$ cat config.mk
export PLATFORM = sky130hd
export DESIGN_NAME = vec_countdown_timer
export DESIGN_NICKNAME = d
export VERILOG_FILES = /design/src/rtl/vct_pkg.sv /design/src/rtl/vct_cfg_regs.sv /design/src/rtl/vct_prescaler.sv /design/src/rtl/vct_down_counter.sv /design/src/rtl/vec_countdown_timer.sv
export SDC_FILE = /design/constraint.sdc
export NUM_CORES = 1
export LEC_CHECK = 0
export ABC_AREA = 1
export BUFFER_PORTS_ARGS = -buffer_cell sky130_fd_sc_hd__buf_2
export CAP_MARGIN = 20
export CORE_ASPECT_RATIO = 1.25
export CORE_UTILIZATION = 50
export DETAILED_ROUTE_END_ITERATION = 16
export GPL_ROUTABILITY_DRIVEN = 0
export PLACE_DENSITY = 0.78
export SYNTH_ARGS = -nofsm -noshare
export SYNTH_HDL_FRONTEND = slang
export SYNTH_HIERARCHICAL = 1
export SYNTH_SLANG_ARGS = --single-unit
$ cat constraint.sdc
create_clock -name clk -period 5.1 [get_ports clk]
set_clock_uncertainty 0.2 [all_clocks]
set_input_delay 0.255 -clock clk [delete_from_list [all_inputs] [get_ports clk]]
set_output_delay 0.255 -clock clk [all_outputs]
set_load 0.005 [all_outputs]
$ cat src/rtl/vct_pkg.sv
package vct_pkg;

   typedef enum logic [1:0] {
      SEL_CTRL  = 2'd0,
      SEL_START = 2'd1,
      SEL_RUN   = 2'd2,
      SEL_DIV   = 2'd3
   } reg_sel_e;

   typedef enum logic [1:0] {
      MODE_ONCE   = 2'b00,
      MODE_REPEAT = 2'b01
   } tmode_e;

   localparam int MASK_POS  = 16;
   localparam int MODE_LSB  = 17;
   localparam int MODE_MSB  = 18;
   localparam int SHIFT_W   = 3;
   localparam int MAX_SHIFT = 7;

   // code 111 -> no division, otherwise divide by 2^(code+1)
   function automatic logic [SHIFT_W-1:0] div_shift(input logic [2:0] code);
      return (code == 3'b111) ? 3'd0 : code + 3'd1;
   endfunction

endpackage

$ cat src/rtl/vct_cfg_regs.sv
module vct_cfg_regs
   import vct_pkg::*;
#(
   parameter int CNT_W = 32,
   parameter int VEC_W = 8
) (
   input  logic             clk,
   input  logic             rst_n,
   input  logic             wr_en,
   input  logic [1:0]       wr_sel,
   input  logic [CNT_W-1:0] wr_data,
   output logic [VEC_W-1:0] vector,
   output logic             masked,
   output logic [1:0]       mode_raw,
   output logic             repeat_mode,
   output logic [2:0]       div_code,
   output logic             div_wr
);

   logic ctrl_wr;

   assign ctrl_wr     = wr_en && (wr_sel == SEL_CTRL);
   assign div_wr      = wr_en && (wr_sel == SEL_DIV);
   assign repeat_mode = (mode_raw == MODE_REPEAT);

   always_ff @(posedge clk) begin
      if (!rst_n) begin
         vector   <= '0;
         masked   <= 1'b0;
         mode_raw <= MODE_ONCE;
      end else if (ctrl_wr) begin
         vector   <= wr_data[VEC_W-1:0];
         masked   <= wr_data[MASK_POS];
         mode_raw <= wr_data[MODE_MSB:MODE_LSB];
      end
   end

   always_ff @(posedge clk) begin
      if (!rst_n) begin
         div_code <= 3'b000;
      end else if (div_wr) begin
         div_code <= {wr_data[3], wr_data[1:0]};
      end
   end

   assert_div_code_R3: assert property (@(posedge clk) disable iff (!rst_n)
      div_wr |=> div_code == {$past(wr_data[3]), $past(wr_data[1:0])});

endmodule

$ cat src/rtl/vct_prescaler.sv
module vct_prescaler
   import vct_pkg::*;
#(
   parameter bit DIV_EN = 1'b1
) (
   input  logic       clk,
   input  logic       rst_n,
   input  logic       tick_en,
   input  logic       clr,
   input  logic [2:0] div_code,
   output logic       step
);

   localparam int PRE_W = MAX_SHIFT;

   generate
      if (DIV_EN) begin : g_div
         logic [PRE_W-1:0]   pre;
         logic [PRE_W-1:0]   lim;
         logic [SHIFT_W-1:0] shamt;

         assign shamt = div_shift(div_code);
         assign lim   = ~({PRE_W{1'b1}} << shamt);
         assign step  = tick_en && (pre == lim);

         always_ff @(posedge clk) begin
            if (!rst_n) begin
               pre <= '0;
            end else if (clr) begin
               pre <= '0;
            end else if (tick_en) begin
               pre <= step ? '0 : pre + 1'b1;
            end
         end

         assert_pre_bound_R3: assert property (@(posedge clk) disable iff (!rst_n)
            pre <= lim);
         assert_step_needs_tick_R3: assert property (@(posedge clk) disable iff (!rst_n)
            step |-> tick_en);
      end else begin : g_nodiv
         assign step = tick_en;
      end
   endgenerate

endmodule

$ cat src/rtl/vct_down_counter.sv
module vct_down_counter #(
   parameter int CNT_W = 32,
   parameter int VEC_W = 8
) (
   input  logic             clk,
   input  logic             rst_n,
   input  logic             load,
   input  logic [CNT_W-1:0] load_val,
   input  logic             step,
   input  logic             repeat_mode,
   input  logic             masked,
   input  logic [VEC_W-1:0] vector,
   output logic [CNT_W-1:0] run_cnt,
   output logic [CNT_W-1:0] start_cnt,
   output logic             irq_req,
   output logic [VEC_W-1:0] irq_vec
);

   localparam logic [CNT_W-1:0] ONE = CNT_W'(1);

   logic terminal;

   assign terminal = step && (run_cnt == ONE);

   always_ff @(posedge clk) begin
      if (!rst_n) begin
         run_cnt   <= '0;
         start_cnt <= '0;
         irq_req   <= 1'b0;
         irq_vec   <= '0;
      end else begin
         irq_req <= 1'b0;
         if (load) begin
            start_cnt <= load_val;
            run_cnt   <= load_val;
         end else if (step && run_cnt != '0) begin
            if (terminal) begin
               run_cnt <= repeat_mode ? start_cnt : '0;
               irq_req <= !masked;
               if (!masked) irq_vec <= vector;
            end else begin
               run_cnt <= run_cnt - ONE;
            end
         end
      end
   end

   assert_load_R2: assert property (@(posedge clk) disable iff (!rst_n)
      load |=> run_cnt == $past(load_val) && start_cnt == $past(load_val));
   assert_irq_from_one_R5: assert property (@(posedge clk) disable iff (!rst_n)
      irq_req |-> $past(run_cnt) == ONE);
   assert_once_stays_zero_R5: assert property (@(posedge clk) disable iff (!rst_n)
      (irq_req && !$past(repeat_mode)) |-> run_cnt == '0);
   assert_reload_R6: assert property (@(posedge clk) disable iff (!rst_n)
      (irq_req && $past(repeat_mode)) |-> run_cnt == $past(start_cnt));
   assert_zero_holds_R8: assert property (@(posedge clk) disable iff (!rst_n)
      (run_cnt == '0 && !load) |=> run_cnt == '0);
   assert_mask_R9: assert property (@(posedge clk) disable iff (!rst_n)
      irq_req |-> !$past(masked));
   assert_irq_pulse_R5: assert property (@(posedge clk) disable iff (!rst_n)
      irq_req |=> !irq_req || $past(run_cnt) == ONE);

endmodule

$ cat src/rtl/vec_countdown_timer.sv
module vec_countdown_timer
   import vct_pkg::*;
#(
   parameter int CNT_W  = 32,
   parameter int VEC_W  = 8,
   parameter bit DIV_EN = 1'b1
) (
   input  logic             clk,
   input  logic             rst_n,
   input  logic             tick_en,
   input  logic             wr_en,
   input  logic [1:0]       wr_sel,
   input  logic [CNT_W-1:0] wr_data,
   input  logic [1:0]       rd_sel,
   output logic [CNT_W-1:0] rd_data,
   output logic             irq_req,
   output logic [VEC_W-1:0] irq_vec
);

   generate
      if (CNT_W < MODE_MSB + 1) begin : g_bad_cnt
         $error("CNT_W must hold the control word");
      end
      if (VEC_W < 1 || VEC_W > MASK_POS) begin : g_bad_vec
         $error("VEC_W must lie below the mask bit");
      end
   endgenerate

   logic [VEC_W-1:0] vector;
   logic             masked;
   logic [1:0]       mode_raw;
   logic             repeat_mode;
   logic [2:0]       div_code;
   logic             div_wr;
   logic             load;
   logic             step;
   logic [CNT_W-1:0] run_cnt;
   logic [CNT_W-1:0] start_cnt;
   logic [CNT_W-1:0] ctrl_word;
   logic [CNT_W-1:0] div_word;

   assign load = wr_en && (wr_sel == SEL_START);

   vct_cfg_regs #(.CNT_W(CNT_W), .VEC_W(VEC_W)) u_cfg (
      .clk         (clk),
      .rst_n       (rst_n),
      .wr_en       (wr_en),
      .wr_sel      (wr_sel),
      .wr_data     (wr_data),
      .vector      (vector),
      .masked      (masked),
      .mode_raw    (mode_raw),
      .repeat_mode (repeat_mode),
      .div_code    (div_code),
      .div_wr      (div_wr)
   );

   vct_prescaler #(.DIV_EN(DIV_EN)) u_pre (
      .clk      (clk),
      .rst_n    (rst_n),
      .tick_en  (tick_en),
      .clr      (load || div_wr),
      .div_code (div_code),
      .step     (step)
   );

   vct_down_counter #(.CNT_W(CNT_W), .VEC_W(VEC_W)) u_cnt (
      .clk         (clk),
      .rst_n       (rst_n),
      .load        (load),
      .load_val    (wr_data),
      .step        (step),
      .repeat_mode (repeat_mode),
      .masked      (masked),
      .vector      (vector),
      .run_cnt     (run_cnt),
      .start_cnt   (start_cnt),
      .irq_req     (irq_req),
      .irq_vec     (irq_vec)
   );

   always_comb begin
      ctrl_word                    = '0;
      ctrl_word[VEC_W-1:0]         = vector;
      ctrl_word[MASK_POS]          = masked;
      ctrl_word[MODE_MSB:MODE_LSB] = mode_raw;
      div_word                     = '0;
      div_word[3]                  = div_code[2];
      div_word[1:0]                = div_code[1:0];
   end

   always_comb begin
      case (rd_sel)
         SEL_CTRL:  rd_data = ctrl_word;
         SEL_START: rd_data = start_cnt;
         SEL_RUN:   rd_data = run_cnt;
         default:   rd_data = div_word;
      endcase
   end

   assert_mode_write_keeps_R7: assert property (@(posedge clk) disable iff (!rst_n)
      (wr_en && wr_sel == SEL_CTRL && !step) |=>
         run_cnt == $past(run_cnt) && start_cnt == $past(start_cnt));
   assert_run_write_ignored_R11: assert property (@(posedge clk) disable iff (!rst_n)
      (wr_en && wr_sel == SEL_RUN && !step) |=> run_cnt == $past(run_cnt));

endmodule

==> results_dict.tcl, run 1 <==
set metrics [dict create \
    antennaDiodeCount 0 \
    min_from "wr_data[22]" \
    mostFrequentLayoutCells "364 x nand2_1, 152 x nor2_1, 94 x dfxtp_1, 90 x inv_1, 87 x nand3_1" \
    yosys.area_share.simple 0.474 \
    netlist_area_sq_um 6060 \
    die_height_microns 125 \
    cp-end-kind "register" \
    hold_violations 0 \
    grt_antenna_before_repair 0 \
    cts_made_buffers 9 \
    cts_hold_buffers 22 \
    combinationalPowerShare 0.276 \
    synth_area_leaders "dfxtp_1 31%, nand2_1 23%, nor2_1 9.5%" \
    internal-power_mw 1.42 \
    cp-startpoint "u_cfg/div_code[0]$_SDFFE_PN0P_" \
    slew_headroom 0.311 \
    cts-resized-gates 0 \
    portBuffers 80 \
    maxCapViolations 0 \
    vdd_drop_max_mv 0.163 \
    crit_path_start_kind "register" \
    core_sq_um 11700 \
    fillerInstances 1208 \
    postRouteWirelength_microns 16400 \
    die_x_microns 101 \
    place_ws_ns 1.55 \
    yosys.area.top_type "dfxtp_1" \
    final_cells 1258 \
    p_per_area_nw_per_um2 311 \
    design_area_sq_um 7000 \
    placedCellCount 1219 \
    cp_max_fo 18 \
    synth_compound_area_frac 0.0798 \
    cts_buffer_depth 2 \
    period_minus_slack_ns 3.38 \
    yosys.area_share.adder 0.0103 \
    synth_seq_cells 94 \
    hold_slack_ns 0.00588 \
    sw_frac_of_total 0.346 \
    grt_pass1_vias 5886 \
    rows 44 \
    synthCells 1015 \
    grt_first_pass_wirelength_microns 27100 \
    postRouteAntennaNets 0 \
    vias_per_cell 5.21 \
    ys_async_sr_fraction 0 \
    ys_seq_area_frac 0.310 \
    seqPwrFrac 0.381 \
    drtIter0Drc 382 \
    status "finished clean" \
    fin_crit_sh 0.662 \
    fin_ws_ns 1.72 \
    fp.dieArea_sq_um 12600 \
    grt_usage 0.267 \
    final_core_util 0.597 \
    rsz0062_at_grt "false" \
    grt_max_degree 56 \
    r2r_start "u_cfg/div_code[0]$_SDFFE_PN0P_" \
    synth_xor_area_frac 0.0217 \
    cts.clk_slew.worst_paths_ns 0.07 \
    synth_mux_area_frac 0 \
    synth_flop_cell "dfxtp_1" \
    start_util 0.517 \
    finalSetupTns_ns 0 \
    cts_root_buf "clkbuf_16" \
    ys_types 31 \
    final-setup-viol-count 0 \
    avgSynthCellArea_sq_um 5.97 \
    yosys_warnings 6 \
    overflow 0 \
    cts_tree "done" \
    max_freq_mhz 296 \
    area_growth_pct 15.4 \
    p_switching_uw 753 \
    path_class "register to register" \
    wl_per_cell_microns 13.0 \
    h-tree-depth 3 \
    crit_arrival_ns 3.47 \
    crit_required_ns 5.19 \
    dp_hpwl_microns 11200 \
    finalPower_mw 2.18 \
    num_vias 6549 \
    post_cts_buffers 0 \
    layout-drive-gt1-share 0.129 \
    synth_nets 1060 \
    p_clk_frac 0.343 \
    p_leak_nw 3.62 \
    synth_top_family_by_area "simple AND/OR/NAND/NOR gates" \
    ioPinCount 81 \
    dr.pass1.iters 7 \
    nets 1137 \
    clock_sinks 94 \
    yosysTopAreaCellShare 0.310 \
    place_area_sq_um 6430 \
    drc 0 \
    slew_violations 0 \
    hp-class "input pin to register" \
    worstMarginPinSlew_ns 1.03 \
    synth_edf_count 0 \
    clk_latency_ns 0.35 \
    layout_commonest_cell "nand2_1" \
]
power groups by stage:
stage | logic, mW | registers (mW) | clock network [mW]
floorplan | 0.459 | 0.828 | 0
global placement | 0.567 | 0.845 | 0
detailed placement | 0.573 | 0.845 | 0
CTS | 0.591 | 0.829 | 0.760
global route | 0.676 | 0.835 | 0.782
finish | 0.600 | 0.830 | 0.746
final timing paths:
check                                           to  slack [ns]  depth (start not counted)
setup / recovery     u_cnt/run_cnt[0]$_SDFFE_PN0P_        1.72                         16
hold / removal    u_cnt/start_cnt[22]$_SDFFE_PN0P_       0.006                          3
setup reg to reg     u_cnt/run_cnt[0]$_SDFFE_PN0P_        1.72                         16
hold reg to reg      u_cnt/irq_vec[6]$_SDFFE_PN0P_        0.28                          2
worst max-delay path: stages (launching register included):
cell and delay [ns]:
dfxtp_1 0.35, ha_1 0.21, ha_1 0.39, nand3_1 0.12, nand2_1 0.08, nand3_1 0.09
nor2_2 0.13, nand3_4 0.13, inv_1 0.16, nand2_1 0.10, nor2_1 0.11, nand2_1 0.06
nor2_1 0.22, nand3_2 0.41, o21ai_0 0.37, nor2_1 0.08, nor2_1 0.08
layer usage:
metal  GRT usage  wire length, microns  vias to the layer above
li1            -                     -                     3337
met1       0.330                  7140                     2949
met2       0.453                  7790                      221
met3      0.0402                   893                       42
met4       0.124                   541                        0
met5           0                     0                        -
cell families after synthesis:
family | Yosys count
compound gates | 94
xor+xnor | 15
fa+ha+maj | 5
buf+inv | 138
flops | 94
simple gates | 669
cell usage after synthesis (5+ instances only):
cell	count
a21oi_1	45
buf_1	7
buf_2	11
buf_6	13
clkbuf_1	10
dfxtp_1	94
ha_1	5
inv_1	90
inv_2	7
nand2_1	364
nand3_1	87
nand3b_1	7
nand4_1	24
nor2_1	153
nor2_2	12
nor2_4	6
o21ai_0	24
o21ai_1	23
xnor2_1	6
xor2_1	9
final cells by class:
class	count	area [sq um]	area share
multi-input combinational	783	3560	0.508
sequential	94	1880	0.269
timing repair buffer	107	666	0.0951
inverter	97	364	0.0520
clock buffer	9	225	0.0322
tap	161	201	0.0288
clock inverter	7	105	0.0150
state kept, by name (all words and copies together) (netlist names):
name / flops
u_cfg/div_code: 3
u_cfg/masked: 1
u_cfg/mode_raw: 2
u_cfg/vector: 8
u_cnt/irq_req: 1
u_cnt/irq_vec: 8
u_cnt/run_cnt: 32
u_cnt/start_cnt: 32
u_pre/g_div.pre: 7
Note: power is estimated with default switching activity, not from simulation.
==> run 2, diff against run 1 <==
Clock period 5.1 ns to 3.3 ns, I/O delays scaled along.
==> results_dict.tcl, run 2 (synthesized netlist as in run 1, its figures left out) <==
set metrics [dict create \
    ioPinCount 81 \
    crit_path_start_kind "register" \
    mostFrequentLayoutCells "363 x nand2_1, 152 x nor2_1, 94 x dfxtp_1, 90 x inv_1, 87 x nand3_1" \
    dr.pass1.iters 5 \
    clock_sinks 94 \
    max_freq_mhz 326 \
    core_sq_um 11700 \
    hp-class "input pin to register" \
    h-tree-depth 3 \
    die_height_microns 125 \
    dp_hpwl_microns 11700 \
    path_class "register to register" \
    cts_made_buffers 9 \
    wl_per_cell_microns 13.1 \
    slew_violations 0 \
    cts_root_buf "clkbuf_16" \
    finalPower_mw 3.24 \
    cp_max_fo 10 \
    hold_slack_ns 0.0637 \
    grt_first_pass_wirelength_microns 27900 \
    cp-end-kind "register" \
    start_util 0.517 \
    drc 0 \
    cts_tree "done" \
    antennaDiodeCount 0 \
    die_x_microns 101 \
    drtIter0Drc 414 \
    maxCapViolations 0 \
    period_minus_slack_ns 3.07 \
    postRouteWirelength_microns 16800 \
    layout_commonest_cell "nand2_1" \
    crit_arrival_ns 3.11 \
    vias_per_cell 5.17 \
    grt_antenna_before_repair 0 \
    p_per_area_nw_per_um2 452 \
    grt_max_degree 56 \
    rows 44 \
    fp.dieArea_sq_um 12600 \
    fin_crit_sh 0.930 \
    crit_required_ns 3.34 \
    vdd_drop_max_mv 0.251 \
    portBuffers 80 \
    grt_usage 0.274 \
    p_leak_nw 3.69 \
    top_regs "u_cnt/run_cnt (32), u_cnt/start_cnt (32)" \
    overflow 0 \
    met1_usage 0.349 \
    layout-drive-gt1-share 0.135 \
    final-setup-viol-count 0 \
    met3_usage 0.0358 \
    status "finished clean" \
    clk_latency_ns 0.35 \
    num_vias 6591 \
    area_growth_pct 18.1 \
    grt_pass1_vias 6021 \
    cts.clk_slew.worst_paths_ns 0.07 \
    worstMarginPinSlew_ns 0.815 \
    cts_buffer_depth 2 \
    postRouteAntennaNets 0 \
    slew_headroom 0.455 \
    grt.busiest_layer "met2" \
    post_cts_buffers 0 \
    hold_violations 0 \
    globalRouteMet2Util 0.461 \
    nets 1155 \
]
[run 2: cell types whose count changed in the layout (fill, tap and decap cells not counted), moves of 2 or more]
| cell | delta |
|---|---|
| buf_12 | +2 |
| clkinvlp_4 | +2 |
| bufinv_16 | -2 |
| buf_4 | +5 |
| dlygate4sd3_1 | +11 |
[run 2: final timing paths]
path	to	start	depth (start not counted)	slack [ns]
worst max register to register	u_cnt/irq_vec[1]$_SDFFE_PN0P_	u_cfg/div_code[0]$_SDFFE_PN0P_	17	0.23
worst min-delay path	u_cfg/div_code[2]$_SDFFE_PN0P_	wr_sel[1]	4	0.06
worst min register to register	u_cnt/start_cnt[9]$_SDFFE_PN0P_	u_cnt/start_cnt[9]$_SDFFE_PN0P_	2	0.29
worst max-delay path	u_cnt/irq_vec[1]$_SDFFE_PN0P_	u_cfg/div_code[0]$_SDFFE_PN0P_	17	0.23
[run 2: area by class of cell]
type / instances / area [sq um]
clock inverter: 6 / 45.0
sequential: 94 / 1880
multi-input combinational: 783 / 3560
tap: 161 / 201
inverter: 97 / 367
fill: 1148 / 4560
clock buffer: 10 / 239
timing repair buffer: 125 / 866
[run 2: through the flow]
stage | TNS (ns) | cells | setup WS, ns | cell area (sq um) | utilization
after floorplan | 0 | 1015 | 0.498 | 6060 | -
after global placement | 0 | 1226 | 0.0917 | 6510 | 0.555
after detailed placement | -0.0375 | 1227 | -0.0234 | 6540 | 0.558
after CTS | 0 | 1276 | 0.147 | 7160 | 0.610
after global routing | -0.00405 | 1276 | -0.00405 | 7160 | 0.611
final | 0 | 1276 | 0.232 | 7160 | 0.611
[run 2: repair_timing]
item / CTS / global route
gates resized for setup: 1 / 3
pin swaps: 0 / 0
hold endpoints to repair: 66 / 0
setup endpoints to repair: 6 / 8
hold buffers: 33 / 0
[run 2: critical path, stage by stage, from the launching register on]
cell     delay, ns
dfxtp_1       0.35
ha_1          0.21
ha_1          0.41
nand3_1       0.13
nand2_1       0.08
nand3_1       0.09
nor2_2        0.14
nand3_4       0.08
inv_1         0.09
nand2_1       0.08
nor2_1        0.10
nand2_1       0.07
nor2_1        0.19
nand2_1       0.16
nor2_1        0.14
nand2_2       0.16
o21ai_0       0.22
nor2_1        0.06
[run 2: power breakdown]
| group | total, mW | internal, mW | switching [mW] |
|---|---|---|---|
| Clock | 1.00 | 0.534 | 0.467 |
| Combinational | 0.957 | 0.347 | 0.610 |
| Sequential | 1.28 | 1.20 | 0.0829 |
[run 2: layer usage]
layer	up-vias	part of all wire
met5	-	0
met4	0	0.027
met3	32	0.060
met2	236	0.49
met1	2948	0.43
li1	3375	-
